--- config.mk ---
export PLATFORM = sky130hd
export DESIGN_NAME = txlink_dma
export DESIGN_NICKNAME = d
export VERILOG_FILES = /design/src/rtl/txl_pkg.sv /design/src/rtl/txl_stat.sv /design/src/rtl/txl_walker.sv /design/src/rtl/txlink_dma.sv
export SDC_FILE = /design/constraint.sdc
export NUM_CORES = 1
export LEC_CHECK = 0
export ABC_AREA = 1
export CAP_MARGIN = 15
export CORE_MARGIN = 4
export CORE_UTILIZATION = 40
export CTS_BUF_LIST = sky130_fd_sc_hd__clkbuf_8
export CTS_CLUSTER_SIZE = 40
export DETAILED_ROUTE_END_ITERATION = 10
export DONT_BUFFER_PORTS = 1
export PLACE_DENSITY_LB_ADDON = 0.12
export RECOVER_POWER = 25
export SETUP_SLACK_MARGIN = 0.05
export SYNTH_ARGS = -nofsm -noshare
export SYNTH_HDL_FRONTEND = slang
export SYNTH_SLANG_ARGS = --single-unit
export TNS_END_PERCENT = 1
--- constraint.sdc ---
create_clock -name clk -period 2.1 [get_ports clk]
set_clock_uncertainty 0.1 [all_clocks]
set_input_delay 0.42 -clock clk [delete_from_list [all_inputs] [get_ports clk]]
set_output_delay 0.42 -clock clk [all_outputs]
set_load 0.03 [all_outputs]
--- src/rtl/txl_pkg.sv ---
package txl_pkg;
  localparam int REG_AW = 3;
  localparam logic [REG_AW-1:0] A_CFG  = 3'd0;
  localparam logic [REG_AW-1:0] A_DMA  = 3'd1;
  localparam logic [REG_AW-1:0] A_PTR  = 3'd2;
  localparam logic [REG_AW-1:0] A_TXS  = 3'd3;
  localparam logic [REG_AW-1:0] A_RXS  = 3'd4;
  localparam logic [REG_AW-1:0] A_MASK = 3'd5;
  localparam logic [REG_AW-1:0] A_VEC  = 3'd6;

  localparam int CFG_TXEN  = 0;
  localparam int CFG_LOOP  = 8;
  localparam int CFG_SRST  = 31;
  localparam logic [31:0] CFG_DEFAULT = 32'h8000_0000;

  localparam int EMPTY_BIT = 31;

  typedef enum logic [2:0] {
    W_IDLE, W_SIZE, W_ADDR, W_NEXT, W_FETCH, W_SEND, W_BACK
  } wstate_t;

  // Interrupt vector: receive nibble above transmit nibble, then masked.
  function automatic logic [7:0] irq_vector(input logic [31:0] txs,
                                            input logic [31:0] rxs,
                                            input logic [7:0]  mask);
    return {rxs[3:0], txs[3:0]} & mask;
  endfunction
endpackage

--- src/rtl/txl_stat.sv ---
module txl_stat #(
  parameter int CNTW    = 8,
  parameter int ERR_POS = 1
) (
  input  logic        clk,
  input  logic        rst_n,
  input  logic        soft_rst,
  input  logic        inc,
  input  logic        err_set,
  input  logic        wr,
  input  logic [31:0] wdata,
  output logic [31:0] stat
);
  logic [CNTW-1:0] cnt;
  logic            pkt;
  logic            err;
  logic            ack;
  logic            err_ack;
  logic [CNTW-1:0] cnt_nx;

  function automatic logic [CNTW-1:0] cnt_step(input logic [CNTW-1:0] c,
                                               input logic up,
                                               input logic dn);
    if (up && !dn) return c + 1'b1;
    if (dn && !up) return c - 1'b1;
    return c;
  endfunction

  assign ack     = wr && wdata[0];
  assign err_ack = wr && wdata[ERR_POS];
  assign cnt_nx  = cnt_step(cnt, inc, ack);

  always_ff @(posedge clk or negedge rst_n) begin
    if (!rst_n) begin
      cnt <= '0;
      pkt <= 1'b0;
      err <= 1'b0;
    end else if (soft_rst) begin
      cnt <= '0;
      pkt <= 1'b0;
      err <= 1'b0;
    end else begin
      cnt <= cnt_nx;
      if (inc)                       pkt <= 1'b1;
      else if (ack && cnt_nx == '0)  pkt <= 1'b0;
      if (err_set)      err <= 1'b1;
      else if (err_ack) err <= 1'b0;
    end
  end

  always_comb begin
    stat             = '0;
    stat[16 +: CNTW] = cnt;
    stat[ERR_POS]    = err;
    stat[0]          = pkt;
  end

  // increment and acknowledge together leave the count as it was
  p_count_hold_r8: assert property (@(posedge clk) disable iff (!rst_n)
    (inc && ack && !soft_rst) |=> (stat[16 +: CNTW] == $past(cnt)));

  // acknowledging the last counted packet drops the packet bit
  p_pkt_clear_r7: assert property (@(posedge clk) disable iff (!rst_n)
    (ack && !inc && !soft_rst && cnt == 1) |=> !stat[0]);
endmodule

--- src/rtl/txl_walker.sv ---
module txl_walker
  import txl_pkg::*;
#(
  parameter int AW   = 32,
  parameter int LENW = 11
) (
  input  logic          clk,
  input  logic          rst_n,
  input  logic          soft_rst,
  input  logic          start,
  input  logic [AW-1:0] start_ptr,
  input  logic          cfg_loop,
  output logic          busy,
  output logic          mem_req,
  output logic          mem_we,
  output logic [AW-1:0] mem_addr,
  output logic [31:0]   mem_wdata,
  input  logic [31:0]   mem_rdata,
  input  logic          mem_ready,
  output logic          tx_valid,
  output logic [7:0]    tx_data,
  output logic          tx_last,
  output logic          lb_valid,
  output logic [7:0]    lb_data,
  output logic          lb_last,
  output logic          frame_done,
  output logic          chain_end
);
  wstate_t         st;
  logic [AW-1:0]   desc_ptr;
  logic [AW-1:0]   next_ptr;
  logic [AW-1:0]   buf_addr;
  logic [LENW-1:0] remain;
  logic [31:0]     ctrl_word;
  logic [31:0]     word_buf;
  logic            lb_sel;
  logic            xfer;
  logic            sending;
  logic            final_byte;
  logic [7:0]      cur_byte;

  localparam logic [AW-1:0] OFS_CTRL = AW'(4);
  localparam logic [AW-1:0] OFS_NEXT = AW'(8);

  assign busy       = (st != W_IDLE);
  assign xfer       = mem_req && mem_ready;
  assign sending    = (st == W_SEND);
  assign final_byte = (remain == LENW'(1));
  assign cur_byte   = word_buf[{buf_addr[1:0], 3'b000} +: 8];
  assign chain_end  = (st == W_SIZE) && xfer && mem_rdata[EMPTY_BIT];
  assign frame_done = (st == W_BACK) && xfer;

  always_comb begin
    mem_req   = 1'b0;
    mem_we    = 1'b0;
    mem_addr  = '0;
    mem_wdata = ctrl_word | (32'd1 << EMPTY_BIT);
    unique case (st)
      W_SIZE:  begin mem_req = 1'b1; mem_addr = desc_ptr + OFS_CTRL; end
      W_ADDR:  begin mem_req = 1'b1; mem_addr = desc_ptr; end
      W_NEXT:  begin mem_req = 1'b1; mem_addr = desc_ptr + OFS_NEXT; end
      W_FETCH: begin mem_req = 1'b1; mem_addr = {buf_addr[AW-1:2], 2'b00}; end
      W_BACK:  begin mem_req = 1'b1; mem_we = 1'b1; mem_addr = desc_ptr + OFS_CTRL; end
      default: ;
    endcase
  end

  assign tx_valid = sending && !lb_sel;
  assign lb_valid = sending && lb_sel;
  assign tx_data  = tx_valid ? cur_byte : 8'h00;
  assign lb_data  = lb_valid ? cur_byte : 8'h00;
  assign tx_last  = tx_valid && final_byte;
  assign lb_last  = lb_valid && final_byte;

  always_ff @(posedge clk or negedge rst_n) begin
    if (!rst_n) begin
      st        <= W_IDLE;
      desc_ptr  <= '0;
      next_ptr  <= '0;
      buf_addr  <= '0;
      remain    <= '0;
      ctrl_word <= '0;
      word_buf  <= '0;
      lb_sel    <= 1'b0;
    end else if (soft_rst) begin
      st <= W_IDLE;
    end else begin
      unique case (st)
        W_IDLE: if (start) begin
          desc_ptr <= start_ptr;
          st       <= W_SIZE;
        end
        W_SIZE: if (xfer) begin
          ctrl_word <= mem_rdata;
          remain    <= mem_rdata[LENW-1:0];
          st        <= mem_rdata[EMPTY_BIT] ? W_IDLE : W_ADDR;
        end
        W_ADDR: if (xfer) begin
          buf_addr <= mem_rdata[AW-1:0];
          lb_sel   <= cfg_loop;
          st       <= W_NEXT;
        end
        W_NEXT: if (xfer) begin
          next_ptr <= {mem_rdata[AW-1:2], 2'b00};
          st       <= (remain == '0) ? W_BACK : W_FETCH;
        end
        W_FETCH: if (xfer) begin
          word_buf <= mem_rdata;
          st       <= W_SEND;
        end
        W_SEND: begin
          buf_addr <= buf_addr + 1'b1;
          remain   <= remain - 1'b1;
          if (final_byte)               st <= W_BACK;
          else if (buf_addr[1:0] == 2'd3) st <= W_FETCH;
        end
        W_BACK: if (xfer) begin
          desc_ptr <= next_ptr;
          st       <= W_SIZE;
        end
        default: st <= W_IDLE;
      endcase
    end
  end

  // a pending access keeps its address until memory accepts it
  p_req_hold_r2: assert property (@(posedge clk) disable iff (!rst_n)
    (mem_req && !mem_ready && !soft_rst) |=> (mem_req && $stable(mem_addr) && $stable(mem_we)));

  // the final streamed byte is followed by the hand-back write
  p_last_then_back_r5: assert property (@(posedge clk) disable iff (!rst_n)
    ((tx_last || lb_last) && !soft_rst) |=> (mem_req && mem_we && mem_wdata[EMPTY_BIT]));

  // a byte never appears on both streams
  p_one_stream_r9: assert property (@(posedge clk) disable iff (!rst_n)
    $onehot0({tx_valid, lb_valid}));
endmodule

--- src/rtl/txlink_dma.sv ---
module txlink_dma
  import txl_pkg::*;
#(
  parameter int AW   = 32,
  parameter int LENW = 11,
  parameter int CNTW = 8
) (
  input  logic              clk,
  input  logic              rst_n,
  input  logic              reg_wr,
  input  logic [REG_AW-1:0] reg_addr,
  input  logic [31:0]       reg_wdata,
  output logic [31:0]       reg_rdata,
  output logic              mem_req,
  output logic              mem_we,
  output logic [AW-1:0]     mem_addr,
  output logic [31:0]       mem_wdata,
  input  logic [31:0]       mem_rdata,
  input  logic              mem_ready,
  output logic              tx_valid,
  output logic [7:0]        tx_data,
  output logic              tx_last,
  output logic              lb_valid,
  output logic [7:0]        lb_data,
  output logic              lb_last,
  input  logic              rx_frame_evt,
  input  logic              rx_ovf_evt,
  output logic              irq
);
  localparam int NDIR = 2;

  logic [31:0]   cfg_q;
  logic [31:0]   dma_q;
  logic [AW-1:0] ptr_q;
  logic [7:0]    mask_q;
  logic          soft_rst;
  logic          start;
  logic          walk_busy;
  logic          frame_done;
  logic          chain_end;
  logic [7:0]    vec;
  logic [NDIR-1:0] ev_inc;
  logic [NDIR-1:0] ev_err;
  logic [NDIR-1:0] ev_wr;
  logic [31:0]   stat_w [NDIR];

  assign soft_rst = reg_wr && (reg_addr == A_CFG) && reg_wdata[CFG_SRST];
  assign start    = reg_wr && (reg_addr == A_DMA) && reg_wdata[0] &&
                    cfg_q[CFG_TXEN] && !walk_busy && !soft_rst;

  always_ff @(posedge clk or negedge rst_n) begin
    if (!rst_n) begin
      cfg_q  <= CFG_DEFAULT;
      dma_q  <= '0;
      ptr_q  <= '0;
      mask_q <= '0;
    end else if (soft_rst) begin
      cfg_q  <= CFG_DEFAULT;
      dma_q  <= '0;
      ptr_q  <= '0;
      mask_q <= '0;
    end else begin
      if (reg_wr && reg_addr == A_CFG)  cfg_q  <= reg_wdata;
      if (reg_wr && reg_addr == A_PTR)  ptr_q  <= {reg_wdata[AW-1:2], 2'b00};
      if (reg_wr && reg_addr == A_MASK) mask_q <= reg_wdata[7:0];
      if (chain_end)
        dma_q <= (reg_wr && reg_addr == A_DMA) ? {reg_wdata[31:1], 1'b0}
                                               : {dma_q[31:1], 1'b0};
      else if (reg_wr && reg_addr == A_DMA)
        dma_q <= reg_wdata;
    end
  end

  txl_walker #(.AW(AW), .LENW(LENW)) u_walker (
    .clk        (clk),
    .rst_n      (rst_n),
    .soft_rst   (soft_rst),
    .start      (start),
    .start_ptr  (ptr_q),
    .cfg_loop   (cfg_q[CFG_LOOP]),
    .busy       (walk_busy),
    .mem_req    (mem_req),
    .mem_we     (mem_we),
    .mem_addr   (mem_addr),
    .mem_wdata  (mem_wdata),
    .mem_rdata  (mem_rdata),
    .mem_ready  (mem_ready),
    .tx_valid   (tx_valid),
    .tx_data    (tx_data),
    .tx_last    (tx_last),
    .lb_valid   (lb_valid),
    .lb_data    (lb_data),
    .lb_last    (lb_last),
    .frame_done (frame_done),
    .chain_end  (chain_end)
  );

  assign ev_inc = {rx_frame_evt, frame_done};
  assign ev_err = {rx_ovf_evt, chain_end};
  assign ev_wr  = {reg_wr && reg_addr == A_RXS, reg_wr && reg_addr == A_TXS};

  for (genvar g = 0; g < NDIR; g++) begin : g_dir
    txl_stat #(.CNTW(CNTW), .ERR_POS(g == 0 ? 1 : 2)) u_stat (
      .clk      (clk),
      .rst_n    (rst_n),
      .soft_rst (soft_rst),
      .inc      (ev_inc[g]),
      .err_set  (ev_err[g]),
      .wr       (ev_wr[g]),
      .wdata    (reg_wdata),
      .stat     (stat_w[g])
    );
  end

  assign vec = irq_vector(stat_w[0], stat_w[1], mask_q);
  assign irq = |vec;

  always_comb begin
    unique case (reg_addr)
      A_CFG:   reg_rdata = cfg_q;
      A_DMA:   reg_rdata = dma_q;
      A_PTR:   reg_rdata = 32'(ptr_q);
      A_TXS:   reg_rdata = stat_w[0];
      A_RXS:   reg_rdata = stat_w[1];
      A_MASK:  reg_rdata = {24'd0, mask_q};
      A_VEC:   reg_rdata = {24'd0, vec};
      default: reg_rdata = '0;
    endcase
  end

  // reaching an empty descriptor flags underrun and drops the go bit
  p_end_flags_r3: assert property (@(posedge clk) disable iff (!rst_n)
    (chain_end && !soft_rst) |=> (stat_w[0][1] && !dma_q[0]));

  // with transmit enable clear an idle walker stays idle
  p_start_gate_r1: assert property (@(posedge clk) disable iff (!rst_n)
    (!walk_busy && !cfg_q[CFG_TXEN]) |=> !walk_busy);

  // a cleared mask keeps the interrupt low
  p_irq_mask_r10: assert property (@(posedge clk) disable iff (!rst_n)
    (mask_q == 8'd0) |-> !irq);

  // soft reset leaves the walker idle on the next cycle
  p_soft_abort_r11: assert property (@(posedge clk) disable iff (!rst_n)
    soft_rst |=> (!mem_req && !tx_valid && !lb_valid));
endmodule

==> After elaboration in Yosys (flattened, before gate mapping) <==
Cells that the tools add are included.
{ "word_totals": {"regBits": 296, "output_inout_bits": 119} }
{ "classes": {"n_addsub": 8, "n_eq_ne": 25, "shifts": 1, "n_mux": 63, "bitwise": 2, "reduce_logical": 65} }
{ "op_table": {"columns": ["operator", "n"], "rows": [
  ["$mux W32", 11],
  ["$pmux W32 S7", 1],
  ["$pmux W32 S2", 2],
  ["$pmux W32 S4", 1],
  ["$mux W8", 14],
  ["$add A32 B1 Y32 const B", 1],
  ["$add A32 B3 Y32 const B", 1],
  ["$add A32 B4 Y32 const B", 1],
  ["$shiftx A32 B6 Y8", 1],
  ["$logic_and A1 B1 Y1", 29],
  ["$mux W3", 9],
  ["$pmux W11 S2", 1],
  ["$pmux W3 S7", 1],
  ["$mux W1", 20],
  ["$eq A3 B3 Y1 const B", 6],
  ["$reduce_and A3 Y1", 6],
  ["$reduce_bool A3 Y1", 6],
  ["$add A8 B1 Y8 const B", 2],
  ["$logic_not A8 Y1", 2],
  ["$sub A8 B1 Y8 const B", 2],
  ["$ne A3 B2 Y1 const B", 5],
  ["$reduce_bool A2 Y1", 7],
  ["$eq A3 B2 Y1 const B", 4],
  ["$eq A11 B1 Y1 const B", 1],
  ["other kinds (19)", 30]
]} }

==> Longest topological paths before layout <==
{ "logic_depth": {"ltp_word": 16, "depth_mapped": 15, "ltp_nobuf": 14} }

==> Cells and area by module <==
From an unflattened synthesis, not the netlist that was laid out.
{ "hier_totals": {"cells_unflattened": 2613, "area_unflattened_um2": 18127.4} }
{ "modules_own_cells": {"columns": ["module", "n_inst", "cells_each", "area_per_inst_um2", "seq_area_each_um2"], "rows": [
  ["txl_walker", 1, 1542, 10740.3, 4304.1],
  ["txlink_dma", 1, 791, 5575.3, 2553.7],
  ["txl_stat", 2, 140, 905.9, 250.2]
]} }

==> Worst setup path after synthesis <==
Ideal clock, no wire load.
{ "synth_path": {"path_type": "register to output", "from": "register u_walker.st[2]", "to": "output tx_data[0]", "arrival_time_ps": 2076, "required_ps": 1580, "path_slack_ps": -496, "stages_incl_launch_ff": 9, "path_cell_list": "dfrtp_1 > buf_2 > nand2_1 > nor2_1 > inv_2 > clkbuf_1 > nor2_1 > inv_1 > nor2_1"} }
{ "synth_via": {"elab_chain_len": 3} }
{ "synth_rtl": {"columns": ["item", "line", "source"], "rows": [
  ["from (decl)", "txl_walker.sv:29", "wstate_t st;"],
  ["from (signal assigned)", "txl_walker.sv:96", "st <= mem_rdata[EMPTY_BIT] ? W_IDLE : W_ADDR;"],
  ["from (signal assigned)", "txl_walker.sv:105", "st <= (remain == '0) ? W_BACK : W_FETCH;"],
  ["$eq A3 B3 Y1", "txl_walker.sv:47", "assign sending = (st == W_SEND);"],
  ["$logic_and A1 B1 Y1", "txl_walker.sv:68", "assign tx_valid = sending && !lb_sel;"],
  ["named net tx_valid", "txlink_dma.sv:20", "output logic tx_valid,"],
  ["$mux W8", "txl_walker.sv:70", "assign tx_data = tx_valid ? cur_byte : 8'h00;"],
  ["to (decl)", "txlink_dma.sv:21", "output logic [7:0] tx_data,"]
]} }
The timed path passes the listed nets, and every way through them passes these cells.

==> Final worst setup path <==
{ "layout_path": {"from": "register u_walker.st[2]", "to": "output mem_addr[21]"} }
{ "layout_via": {"elab_chain_len": 3, "elab_cells_between_ends": 7, "cone_classes": "eq/ne: 5; mux: 1; reduce/logical: 1"} }
{ "layout_rtl": {"columns": ["item", "line", "source"], "rows": [
  ["$eq A3 B3 Y1 / $eq A3 B1 Y1 (equally long branches)", "txl_walker.sv:58", "unique case (st)"],
  ["$reduce_or A2 Y1 (no source line)", null, null],
  ["$pmux W32 S4 *", "txl_walker.sv:58", null],
  ["to (decl)", "txlink_dma.sv:16", "output logic [AW-1:0] mem_addr,"]
]} }
Mark *: on every way between the ends. The rest lies on a longest branch, timed or not.

==> out/summary.txt <==
root buffer cell -> clkbuf_8
failing checks -> negative hold slack, negative setup slack
Post-layout nets -> 2,569
worst endpoint required time -> 1.58 ns
Max VDD drop -> 0.0007693 V
antenna violations before repair -> 1
Cell Area, Placed -> 19,270 µm²
Comb power frac -> 49.7%
Initial DRC Count -> 1,402
largest cells by area after synthesis -> dfrtp_1 (45%), nand2_1 (16%), o21ai_0 (8.2%)
total congestion overflow -> 0
Clock Pin Slew Worst Setup and Hold Paths -> 0.06 ns
Startpoint Class -> register
Core Box Area -> 39,640 µm²
sw frac -> 44.39%
synthesis-to-finish area growth -> 36.35%
Layout Utilization -> 55.11%
commonest cells in the netlist -> nand2_1 (670), dfrtp_1 (291), o21ai_0 (261)
vias in the first global route -> 15.61k
Antenna Violating Nets Remaining -> 0
post-DR vias/cell -> 5.307
Hold Slack -> -0.6333 ns
Most used DFF post-synth -> dfrtp_1
cell area power density -> 1480 nW/µm²
Register-to-Register Path Depth -> 16
number of synthesized flops with an enable pin -> 0
post-detail-place hpwl -> 45,940 µm
Synth Cell Area -> 16,020 µm²
area of the multi-input gates -> 8073 µm²
clock share of power -> 18.5%
Die Span Y -> 208.1 µm
clock buffer depth -> 3
H-Tree Depth -> 2
# port buffers -> 0
number of fill cells -> 3,794
RR Startpoint -> u_walker.st[0]
layout cells sized above 1 -> 23.30%
FF-to-FF setup slack -> -0.03 ns
register share of total power -> 31.9%
post-route setup slack -> -0.9899 ns
Starting Density -> 40.42%
Final Hold Vio Count -> 292
Pint -> 17,980 µW
final instance area -> 21,850 µm²
IO Pins -> 192
period utilisation layout -> 147.1%
HP Class -> in -> async
Vias -> 16.23k
worst-margin pin slew -> 0.9261 ns
worst skew pair latency -> 0.65 ns
# DRC -> 0
largest net degree at the start of global routing -> 293
Register Area -> 7327 µm²
Worst slew margin -> 38.26%
Max Cap Violations -> 0
Routed WL per cell -> 20.41 µm
Syn Inst Count -> 2,148
synth unique cells -> 55
crit path time final -> 3.090 ns
Seq/Total Area, Yosys -> 45.61%
die area -> 43,320 µm²
crit end category -> output port
clock sink count -> 292
Critical Path Source -> u_walker.st[2]
total global-route track usage -> 28.14%
gpl congestion -> 0.9891
first-pass GRT wire length -> 95,610 µm
RSZ-0062 raised after global routing -> yes
Max Freq -> 0.3236 GHz
critical path class -> reg -> out
drt pass-1 iters -> 5
data arrival time of the critical path -> 2.57 ns
Leakage -> 0.01032 µW
status -> complete, but fails checks
count leader, synth -> nand2_1
area leader, netlist -> dfrtp_1
crit path max fanout -> 5
synth warn -> 0
ys async rst share -> 100.0%
FF-to-FF End -> g_dir[0].u_stat.pkt
CTS tree -> yes
Post-Route WL -> 62,430 µm
Rows -> 73
setup violators final -> 65
Yosys top cell area share -> 45.45%
P_sw -> 14,350 µW
Post-Syn Area per Cell -> 7.459 µm²
CTS Hold Bufs -> 62
#FFs+latches synth -> 292
Max Slew Vio Count -> 0
Die W -> 208.1 µm
CTS buffer count -> 53
cells in the final DEF, fill, tap and decap left out, types with 46 or more instances in the layout:
cell / count
o21ai_0: 249
o21ai_1: 46
buf_4: 232
dfrtp_1: 276
nor2_1: 135
buf_12: 54
dlygate4sd3_1: 61
clkbuf_8: 68
nand2_1: 658
nand3_1: 85
inv_1: 176
a21oi_1: 49
per-layer routing:
metal,vias up,track usage [%],wire length (µm)
met4,0,9.672,2121
met3,102,6.258,4648
met1,7768,40.87,28860
li1,7818,-,-
met2,541,41.71,26800
met5,-,0,0
worst max-delay path: stages (launching register included):
cell and delay, ns:
dfrtp_2 0.45, inv_1 0.09, nand3_1 0.13, nand2_2 0.16
inv_2 0.08, nor2_2 0.15, buf_4 0.17, nor3_1 0.05
o21ai_0 0.16, nand2_1 0.07, o211ai_1 0.21, buf_12 0.18
through the flow:
| step | hold slack (ns) | setup TNS (ns) | setup WS [ns] | power (µW) | instances |
|---|---|---|---|---|---|
| detailed placement | 0.04168 | -11.18 | -0.4749 | 25060 | 2893 |
| floorplan | 0.02441 | -8.992 | -0.3181 | 17780 | 2149 |
| global route | -0.6697 | -47.53 | -1.133 | 34350 | 3057 |
| finish | -0.6333 | -38.72 | -0.9899 | 32330 | 3058 |
| global placement | 0.04017 | -9.982 | -0.3984 | 24910 | 2893 |
| CTS | -0.6679 | -44.14 | -1.029 | 31910 | 3056 |
cell families after synthesis:
group,synth area share (%)
multiplexers,0.06247
AO/OA/AOI/OAI,17.28
flip-flops,45.61
AND/OR/NAND/NOR,27.24
buffers and inverters,7.637
adder cells (fa/ha/maj),0.7028
other,0.04687
XOR/XNOR,1.421
worst max path at each step:
| stage | endpoint | slack, ns | cells past startpoint |
|---|---|---|---|
| 5_1_grt | mem_addr[31] | -1.13 | 13 |
| 6_report | mem_addr[21] | -0.99 | 11 |
| 3_3_place_gp | mem_addr[17] | -0.40 | 13 |
| 2_1_floorplan | mem_addr[27] | -0.32 | 11 |
| 3_5_place_dp | mem_addr[17] | -0.47 | 13 |
| 4_1_cts | mem_addr[31] | -1.03 | 13 |
registers in the layout, summed over array words and instances, names as in the netlist, 3 cells and up:
name                count
u_walker.desc_ptr      30
ptr_q                  30
u_walker.st             3
mask_q                  8
dma_q                  32
u_walker.ctrl_word     31
g_dir.u_stat.cnt       16
cfg_q                  32
u_walker.word_buf      32
u_walker.buf_addr      32
u_walker.remain        11
u_walker.next_ptr      30
power by group through the flow:
stage	sequential, µW	combinational (µW)	clock (µW)
5_1_grt	10500	17400	6400
3_3_place_gp	10200	14700	0
6_report	10300	16100	5970
2_1_floorplan	9700	8080	0
3_5_place_dp	10300	14800	0
4_1_cts	10200	15600	6120
cell type report:
cell class / count / area share, %
Antenna cell: 1 / 0.01145
Clock buffer: 68 / 4.284
Sequential cell: 292 / 33.54
Tap cell: 525 / 3.007
Multi-Input combinational cell: 1560 / 36.95
Inverter: 197 / 3.465
Clock inverter: 32 / 1.134
Timing Repair Buffer: 383 / 17.61
repair_timing:
action / 4_1_cts / 5_1_grt
setup buffers: 1 / 1
pin swaps: 24 / 18
setup endpoints to repair: 121 / 182
endpoints found under the hold margin: 480 / 292
gates resized for setup: 118 / 95
Power figures use the tool's default switching activity.
